--- src/rtl/swb_pkg.sv ---
package swb_pkg;
  typedef enum logic [1:0] {
    OP_STBY_HDR = 2'd0,
    OP_HDR      = 2'd1,
    OP_SEND     = 2'd2,
    OP_RECV     = 2'd3
  } swb_op_e;

  typedef enum logic [2:0] {
    ST_IDLE, ST_STBY, ST_LOW, ST_BITS, ST_MAK, ST_SAK
  } swb_state_e;

  typedef enum logic [1:0] {
    STG_HDR, STG_ADDR, STG_USER
  } swb_stage_e;

  localparam logic [7:0] SYNC_BYTE = 8'h55;
endpackage

--- src/rtl/swb_sync.sv ---
module swb_sync #(
  parameter int STAGES = 2
) (
  input  logic clk,
  input  logic rst_n,
  input  logic d_i,
  output logic q_o
);
  logic [STAGES-1:0] pipe_q;

  always_ff @(posedge clk or negedge rst_n) begin
    if (!rst_n) pipe_q <= '1;
    else        pipe_q <= {pipe_q[STAGES-2:0], d_i};
  end

  assign q_o = pipe_q[STAGES-1];
endmodule

--- src/rtl/swb_bitcell.sv ---
module swb_bitcell #(
  parameter int HALF_CYC = 250
) (
  input  logic clk,
  input  logic rst_n,
  input  logic start_i,
  input  logic drive_i,
  input  logic bit_i,
  input  logic line_i,
  output logic active_o,
  output logic last_o,
  output logic line_o,
  output logic line_oe_o,
  output logic rx_bit_o,
  output logic rx_edge_o
);
  localparam int BIT_CYC = 2 * HALF_CYC;
  localparam int CW      = $clog2(BIT_CYC);
  localparam int Q1      = HALF_CYC / 2;
  localparam int Q3      = HALF_CYC + HALF_CYC / 2;

  logic          active_q, active_d;
  logic [CW-1:0] cnt_q, cnt_d;
  logic          drive_q, drive_d, bit_q, bit_d;
  logic          s1_q, s1_d, s2_q, s2_d;

  assign last_o = active_q && (cnt_q == CW'(BIT_CYC - 1));

  always_comb begin
    active_d = active_q;
    cnt_d    = cnt_q;
    drive_d  = drive_q;
    bit_d    = bit_q;
    s1_d     = s1_q;
    s2_d     = s2_q;
    if (active_q && cnt_q == CW'(Q1)) s1_d = line_i;
    if (active_q && cnt_q == CW'(Q3)) s2_d = line_i;
    if (start_i) begin
      active_d = 1'b1;
      cnt_d    = '0;
      drive_d  = drive_i;
      bit_d    = bit_i;
    end else if (active_q) begin
      if (last_o) active_d = 1'b0;
      else        cnt_d    = cnt_q + 1'b1;
    end
  end

  always_ff @(posedge clk or negedge rst_n) begin
    if (!rst_n) begin
      active_q <= 1'b0;
      cnt_q    <= '0;
      drive_q  <= 1'b0;
      bit_q    <= 1'b0;
      s1_q     <= 1'b1;
      s2_q     <= 1'b1;
    end else begin
      active_q <= active_d;
      cnt_q    <= cnt_d;
      drive_q  <= drive_d;
      bit_q    <= bit_d;
      s1_q     <= s1_d;
      s2_q     <= s2_d;
    end
  end

  assign active_o  = active_q;
  assign line_o    = (cnt_q < CW'(HALF_CYC)) ? ~bit_q : bit_q;
  assign line_oe_o = active_q && drive_q;
  assign rx_bit_o  = s2_q;
  assign rx_edge_o = s1_q ^ s2_q;


  mid_flip_chk: assert property (@(posedge clk) disable iff (!rst_n)
    (active_q && drive_q && cnt_q == CW'(HALF_CYC)) |-> (line_oe_o && (line_o != $past(line_o))));
endmodule

--- src/rtl/swb_byte_master.sv ---
module swb_byte_master
  import swb_pkg::*;
#(
  parameter int         HALF_CYC    = 250,
  parameter int         STBY_CYC    = 60000,
  parameter int         LOW_CYC     = 500,
  parameter logic [7:0] DEV_ADDR    = 8'hA0,
  parameter int         SYNC_STAGES = 2
) (
  input  logic       clk,
  input  logic       rst_n,
  input  logic       req_valid,
  input  logic [1:0] req_op,
  input  logic [7:0] req_byte,
  input  logic       req_last,
  output logic       req_ready,
  output logic       done,
  output logic [7:0] rx_byte,
  output logic       ack_err,
  output logic       need_stby,
  input  logic       line_i,
  output logic       line_o,
  output logic       line_oe
);
  localparam int TMAX = (STBY_CYC > LOW_CYC) ? STBY_CYC : LOW_CYC;
  localparam int TW   = $clog2(TMAX + 1);

  logic [1:0] rst_pipe_q;
  logic       rst_int;

  always_ff @(posedge clk or negedge rst_n) begin
    if (!rst_n) rst_pipe_q <= 2'b00;
    else        rst_pipe_q <= {rst_pipe_q[0], 1'b1};
  end
  assign rst_int = rst_pipe_q[1];

  logic line_s;
  swb_sync #(.STAGES(SYNC_STAGES)) u_sync (
    .clk(clk), .rst_n(rst_int), .d_i(line_i), .q_o(line_s));

  logic cell_start, cell_drive, cell_bit;
  logic cell_active, cell_last, cell_o, cell_oe, rx_bit, rx_edge;

  swb_bitcell #(.HALF_CYC(HALF_CYC)) u_cell (
    .clk(clk), .rst_n(rst_int), .start_i(cell_start), .drive_i(cell_drive),
    .bit_i(cell_bit), .line_i(line_s), .active_o(cell_active), .last_o(cell_last),
    .line_o(cell_o), .line_oe_o(cell_oe), .rx_bit_o(rx_bit), .rx_edge_o(rx_edge));

  swb_state_e    state_q, state_d;
  swb_stage_e    stage_q, stage_d;
  logic          tx_q, tx_d, last_q, last_d;
  logic [7:0]    sh_q, sh_d, rx_q, rx_d;
  logic [2:0]    idx_q, idx_d;
  logic [TW-1:0] tmr_q, tmr_d;
  logic          done_q, done_d, err_q, err_d, need_q, need_d;
  logic          mak_val, sak_bad;

  assign mak_val = (stage_q == STG_USER) ? ~last_q : 1'b1;
  assign sak_bad = !(rx_edge && rx_bit);

  always_comb begin
    state_d = state_q;  stage_d = stage_q;  tx_d = tx_q;  last_d = last_q;
    sh_d = sh_q;  rx_d = rx_q;  idx_d = idx_q;  tmr_d = tmr_q;
    done_d = 1'b0;  err_d = err_q;  need_d = need_q;
    cell_start = 1'b0;  cell_drive = 1'b1;  cell_bit = 1'b0;
    case (state_q)
      ST_IDLE: if (req_valid) begin
        last_d = req_last;
        stage_d = STG_USER;
        tmr_d = '0;
        idx_d = 3'd7;
        case (swb_op_e'(req_op))
          OP_STBY_HDR: state_d = ST_STBY;
          OP_HDR:      state_d = ST_LOW;
          OP_SEND: begin
            state_d = ST_BITS;  tx_d = 1'b1;  sh_d = req_byte;
            cell_start = 1'b1;  cell_bit = req_byte[7];
          end
          default: begin
            state_d = ST_BITS;  tx_d = 1'b0;
            cell_start = 1'b1;  cell_drive = 1'b0;
          end
        endcase
      end
      ST_STBY: begin
        if (tmr_q == TW'(STBY_CYC - 1)) begin
          state_d = ST_LOW;  tmr_d = '0;  need_d = 1'b0;
        end else tmr_d = tmr_q + 1'b1;
      end
      ST_LOW: begin
        if (tmr_q == TW'(LOW_CYC - 1)) begin
          state_d = ST_BITS;  stage_d = STG_HDR;  tx_d = 1'b1;
          sh_d = SYNC_BYTE;  idx_d = 3'd7;
          cell_start = 1'b1;  cell_bit = SYNC_BYTE[7];
        end else tmr_d = tmr_q + 1'b1;
      end
      ST_BITS: if (cell_last) begin
        if (!tx_q) sh_d = {sh_q[6:0], rx_bit};
        cell_start = 1'b1;
        if (idx_q == 3'd0) begin
          state_d = ST_MAK;  cell_bit = mak_val;
        end else begin
          idx_d = idx_q - 3'd1;
          cell_drive = tx_q;
          cell_bit = sh_q[idx_q - 3'd1];
        end
      end
      ST_MAK: if (cell_last) begin
        state_d = ST_SAK;  cell_start = 1'b1;  cell_drive = 1'b0;
      end
      ST_SAK: if (cell_last) begin
        if (stage_q == STG_HDR) begin
          state_d = ST_BITS;  stage_d = STG_ADDR;  tx_d = 1'b1;
          sh_d = DEV_ADDR;  idx_d = 3'd7;
          cell_start = 1'b1;  cell_bit = DEV_ADDR[7];
        end else begin
          state_d = ST_IDLE;  done_d = 1'b1;  err_d = sak_bad;
          if (sak_bad) need_d = 1'b1;
          if (stage_q == STG_USER && !tx_q) rx_d = sh_q;
        end
      end
      default: state_d = ST_IDLE;
    endcase
  end

  always_ff @(posedge clk or negedge rst_int) begin
    if (!rst_int) begin
      state_q <= ST_IDLE;  stage_q <= STG_USER;  tx_q <= 1'b0;  last_q <= 1'b0;
      sh_q <= '0;  rx_q <= '0;  idx_q <= '0;  tmr_q <= '0;
      done_q <= 1'b0;  err_q <= 1'b0;  need_q <= 1'b1;
    end else begin
      state_q <= state_d;  stage_q <= stage_d;  tx_q <= tx_d;  last_q <= last_d;
      sh_q <= sh_d;  rx_q <= rx_d;  idx_q <= idx_d;  tmr_q <= tmr_d;
      done_q <= done_d;  err_q <= err_d;  need_q <= need_d;
    end
  end

  assign req_ready = (state_q == ST_IDLE);
  assign done      = done_q;
  assign rx_byte   = rx_q;
  assign ack_err   = err_q;
  assign need_stby = need_q;
  assign line_o    = cell_active ? cell_o  : (state_q != ST_LOW);
  assign line_oe   = cell_active ? cell_oe : 1'b1;


  stby_high_chk: assert property (@(posedge clk) disable iff (!rst_int)
    (state_q == ST_STBY) |-> (line_o && line_oe));

  rx_release_chk: assert property (@(posedge clk) disable iff (!rst_int)
    (state_q == ST_BITS && !tx_q) |-> !line_oe);

  done_pulse_chk: assert property (@(posedge clk) disable iff (!rst_int)
    done |=> !done);

  err_needs_stby_chk: assert property (@(posedge clk) disable iff (!rst_int)
    (done && ack_err) |-> need_stby);
endmodule

--- config.mk ---
export PLATFORM = sky130hd
export DESIGN_NAME = swb_byte_master
export DESIGN_NICKNAME = d
export VERILOG_FILES = /design/src/rtl/swb_pkg.sv /design/src/rtl/swb_sync.sv /design/src/rtl/swb_bitcell.sv /design/src/rtl/swb_byte_master.sv
export SDC_FILE = /design/constraint.sdc
export NUM_CORES = 1
export LEC_CHECK = 0
export ABC_AREA = 1
export BUFFER_PORTS_ARGS = -buffer_cell sky130_fd_sc_hd__buf_4
export CORE_MARGIN = 1.5
export CORE_UTILIZATION = 65
export CTS_CLUSTER_SIZE = 16
export DETAILED_ROUTE_END_ITERATION = 8
export HOLD_SLACK_MARGIN = 0.06
export MAX_ROUTING_LAYER = met4
export PLACE_DENSITY_LB_ADDON = 0.12
export SETUP_SLACK_MARGIN = 0.05
export SLEW_MARGIN = 20
export SYNTH_ARGS = -nofsm -noshare
export SYNTH_HDL_FRONTEND = slang
export SYNTH_SLANG_ARGS = --single-unit
--- constraint.sdc ---
create_clock -name clk -period 5.75 [get_ports clk]
set_input_delay 1.15 -clock clk [delete_from_list [all_inputs] [get_ports clk]]
set_output_delay 1.15 -clock clk [all_outputs]
set_load 0.01 [all_outputs]
==> impl_metrics.yaml <==
global_route:
  grt_overflow_total: 0
  grt_pass1_vias: 3500
  track_usage_pct: 32.7
  grt_max_degree: 52
  antenna_found_initial: 0
  grt_pass1_wl_mm: 15.8
placement:
  dp_hpwl_mm: 7.06
  io_buffers: 28
  placed_cells: 654
  gp_congestion: 0.952
yosys:
  yosys.area.top_type_share_pct: 36.1
  syn_avg_cell_area_um2: 7.00
  syn_area_um2: 3950
  ys_ff_latch: 63
  yosysTopAreaCell: "dfrtp_1"
  mappedNetlistNets: 584
  yosys_warnings: 0
  netlist_instances: 564
  synthTopCellsByArea: "dfrtp_1 (36%), nand2_1 (17%), nand3_1 (8.0%)"
  synth_seq_area_share_pct: 40.1
  synth_cell_type_count: 37
setup_path:
  critPathCaptureType: "output pin"
  max_stage_delay_ns: 0.46
  crit_chain: "inv_2 > nand3_1 > nand2_1 > nand2_1 > buf_4"
  worst-path-stages: 5
  startpoint_type: "register"
  crit_buf_inv: 2
  critPathTopFamily: "simple AND/OR/NAND/NOR gates"
  worstSetupPathType: "reg2out"
  endpoint: "line_o"
  rrSetupSlack_ns: 3.07
  slowest_stage: "nand3_1"
  r2r_cells: 8
  critPathMaxFanout: 14
  required_ns: 4.60
  worstReg2RegEnd: "tmr_q[0]"
  r2r-start: "state_q[2]"
  cp.arrival_ns: 1.78
  crit_top_cell: "nand2_1"
  startpoint: "state_q[2]"
clock_tree:
  cts_tree: "yes"
  cts_root_buf: "clkbuf_8"
  cts_setup_buffers: 0
  hold_buffers: 0
  cts_resized: 0
  clk_path_buf_depth: 2
  h-tree-depth: 3
  cts_buffers: 9
  cts.sinks: 63
  path_clk_slew_ns: 0.07
  clock_latency_ns: 0.35
sta:
  fin_crit_sh_pct: 50.9
  report.final.hold_viol_count: 0
  worst_pin_slew_ns: 0.637
  relSlewSlack_pct: 57.5
  totalNegativeSetupSlack_ns: 0
  fmax_mhz: 342
  period_needed_ns: 2.93
  clock_skew_ns: 0.0105
  setup_violations: 0
  drv_slew: 0
  grt_setup_unrepaired: "false"
worst_hold_path:
  hold_path_class: "reg2async"
layout:
  synthToLayoutAreaGrowth_pct: 11.7
  antenna_cells: 0
  multi_input_area_um2: 2040
  stdcell_count: 670
  num-nets-final: 610
  drive_gt1_share_pct: 13.8
  final_util_pct: 74.9
  final-seq-area_um2: 1590
  num-fill-cells: 483
die:
  fp-row-count: 28
  die_y_um: 80.9
  core_um2: 5890
  dieArea_um2: 6550
  initial_utilization_pct: 67.1
  die_w_um: 80.9
  ios: 29
drt:
  vias_per_cell: 5.68
  drt-wirelength-per-cell_um: 14.8
  via_count: 3808
  wirelength_mm: 9.89
  detail-route-antenna-nets: 0
  drt_first_iter_violations: 348
  drc: 0
  drt_pass1_iterations: 5
pwr:
  powerDensity_nw_per_um2: 204
  p_leak_nw: 2.21
  irDropWorstVdd_mv: 0.295
flow_run:
  maxCapViolations: 0
status:
  status: "completed"
[layer usage]
layer | up-vias | track usage, % | part of all wire [%]
met1 | 1762 | 41.0 | 44
met4 | 0 | 13.6 | 2.1
met3 | 23 | 4.72 | 5.7
li1 | 1872 | - | -
met5 | - | - | 0
met2 | 151 | 53.0 | 48
[through the flow]
step                setup slack, ns  cell area, um^2  hold WS, ns  total power, mW
CTS                            2.85             4410        0.130            0.901
detailed placement             3.12             4190        0.128            0.477
global route                   2.75             4410        0.150            0.923
global placement               3.19             4190        0.127            0.477
floorplan                      3.49             3950        0.331            0.465
finish                         2.82             4410        0.121            0.898
[cell usage in the layout (no fill, tap or decap), types with 9 or more instances in the layout]
cell and n:
a21oi_1 11, nand2_1 182, o21ai_1 14, nand3_1 63, clkbuf_8 9, o21ai_0 18
nand4_1 19, inv_1 55, inv_2 10, nor2_1 54, buf_4 29, dfrtp_1 56
[layout make-up]
type                       instances  area share [%]
clock buffer                       9            2.81
tap                               75            2.13
inverter                          66            5.62
clock inverter                     7            2.21
timing repair buffer              29            4.94
multi-input combinational        421            46.3
sequential                        63            36.0
[cells by family after synthesis]
kind of cell,after synthesis,synth area share (%)
flops,63,40.1
compound gates,56,7.96
other cells,1,0.0950
simple gates,347,39.4
buf+inv,80,8.15
xor+xnor,12,2.66
fa+ha+maj,5,1.58
[worst register-to-register path: stages, from the launching register on]
cell,delay (ns)
dfrtp_1,0.44
inv_2,0.12
nand3_1,0.46
inv_2,0.48
nand3_1,0.18
nand2_1,0.36
inv_1,0.30
nand3_1,0.15
o21ai_1,0.07
[cell usage after synthesis, drive strengths merged]
cell and instances:
a21boi 2, a21o 1, a21oi 12, and2 1, buf 7, clkbuf 7, clkinv 1, conb 1
dfrtp 57, dfstp 6, ha 5, inv 65, nand2 188, nand3 66, nand3b 1, nand4 19
nor2 62, nor3 10, o211ai 7, o21a 1, o21ai 32, o21bai 1, xnor2 4, xor2 8
[power by group]
group	internal (mW)	leakage (nW)	total, mW	switching [mW]
registers	0.445	0.747	0.447	0.00190
logic	0.00844	1.36	0.0208	0.0124
clock network	0.244	0.105	0.430	0.186
total	0.698	2.21	0.898	0.200
[registers in the layout, indices dropped and copies added (netlist names), 2 cells and up]
register       cells
sh_q               8
rx_byte            8
idx_q              3
u_sync.pipe_q      2
state_q            3
u_cell.cnt_q       9
rst_pipe_q         2
stage_q            2
tmr_q             16
[worst min path at each step]
stage	start	to	slack, ns	cells past startpoint
floorplan	rst_pipe_q[0]	rst_pipe_q[1]	0.33	0
global placement	rst_pipe_q[1]	tmr_q[2]	0.13	0
detailed placement	rst_pipe_q[1]	tmr_q[2]	0.13	0
CTS	rst_pipe_q[1]	tmr_q[0]	0.13	0
global route	rst_pipe_q[1]	tmr_q[0]	0.15	0
finish	rst_pipe_q[1]	tmr_q[0]	0.12	0
No activity file was read; power rests on OpenSTA's default activity.
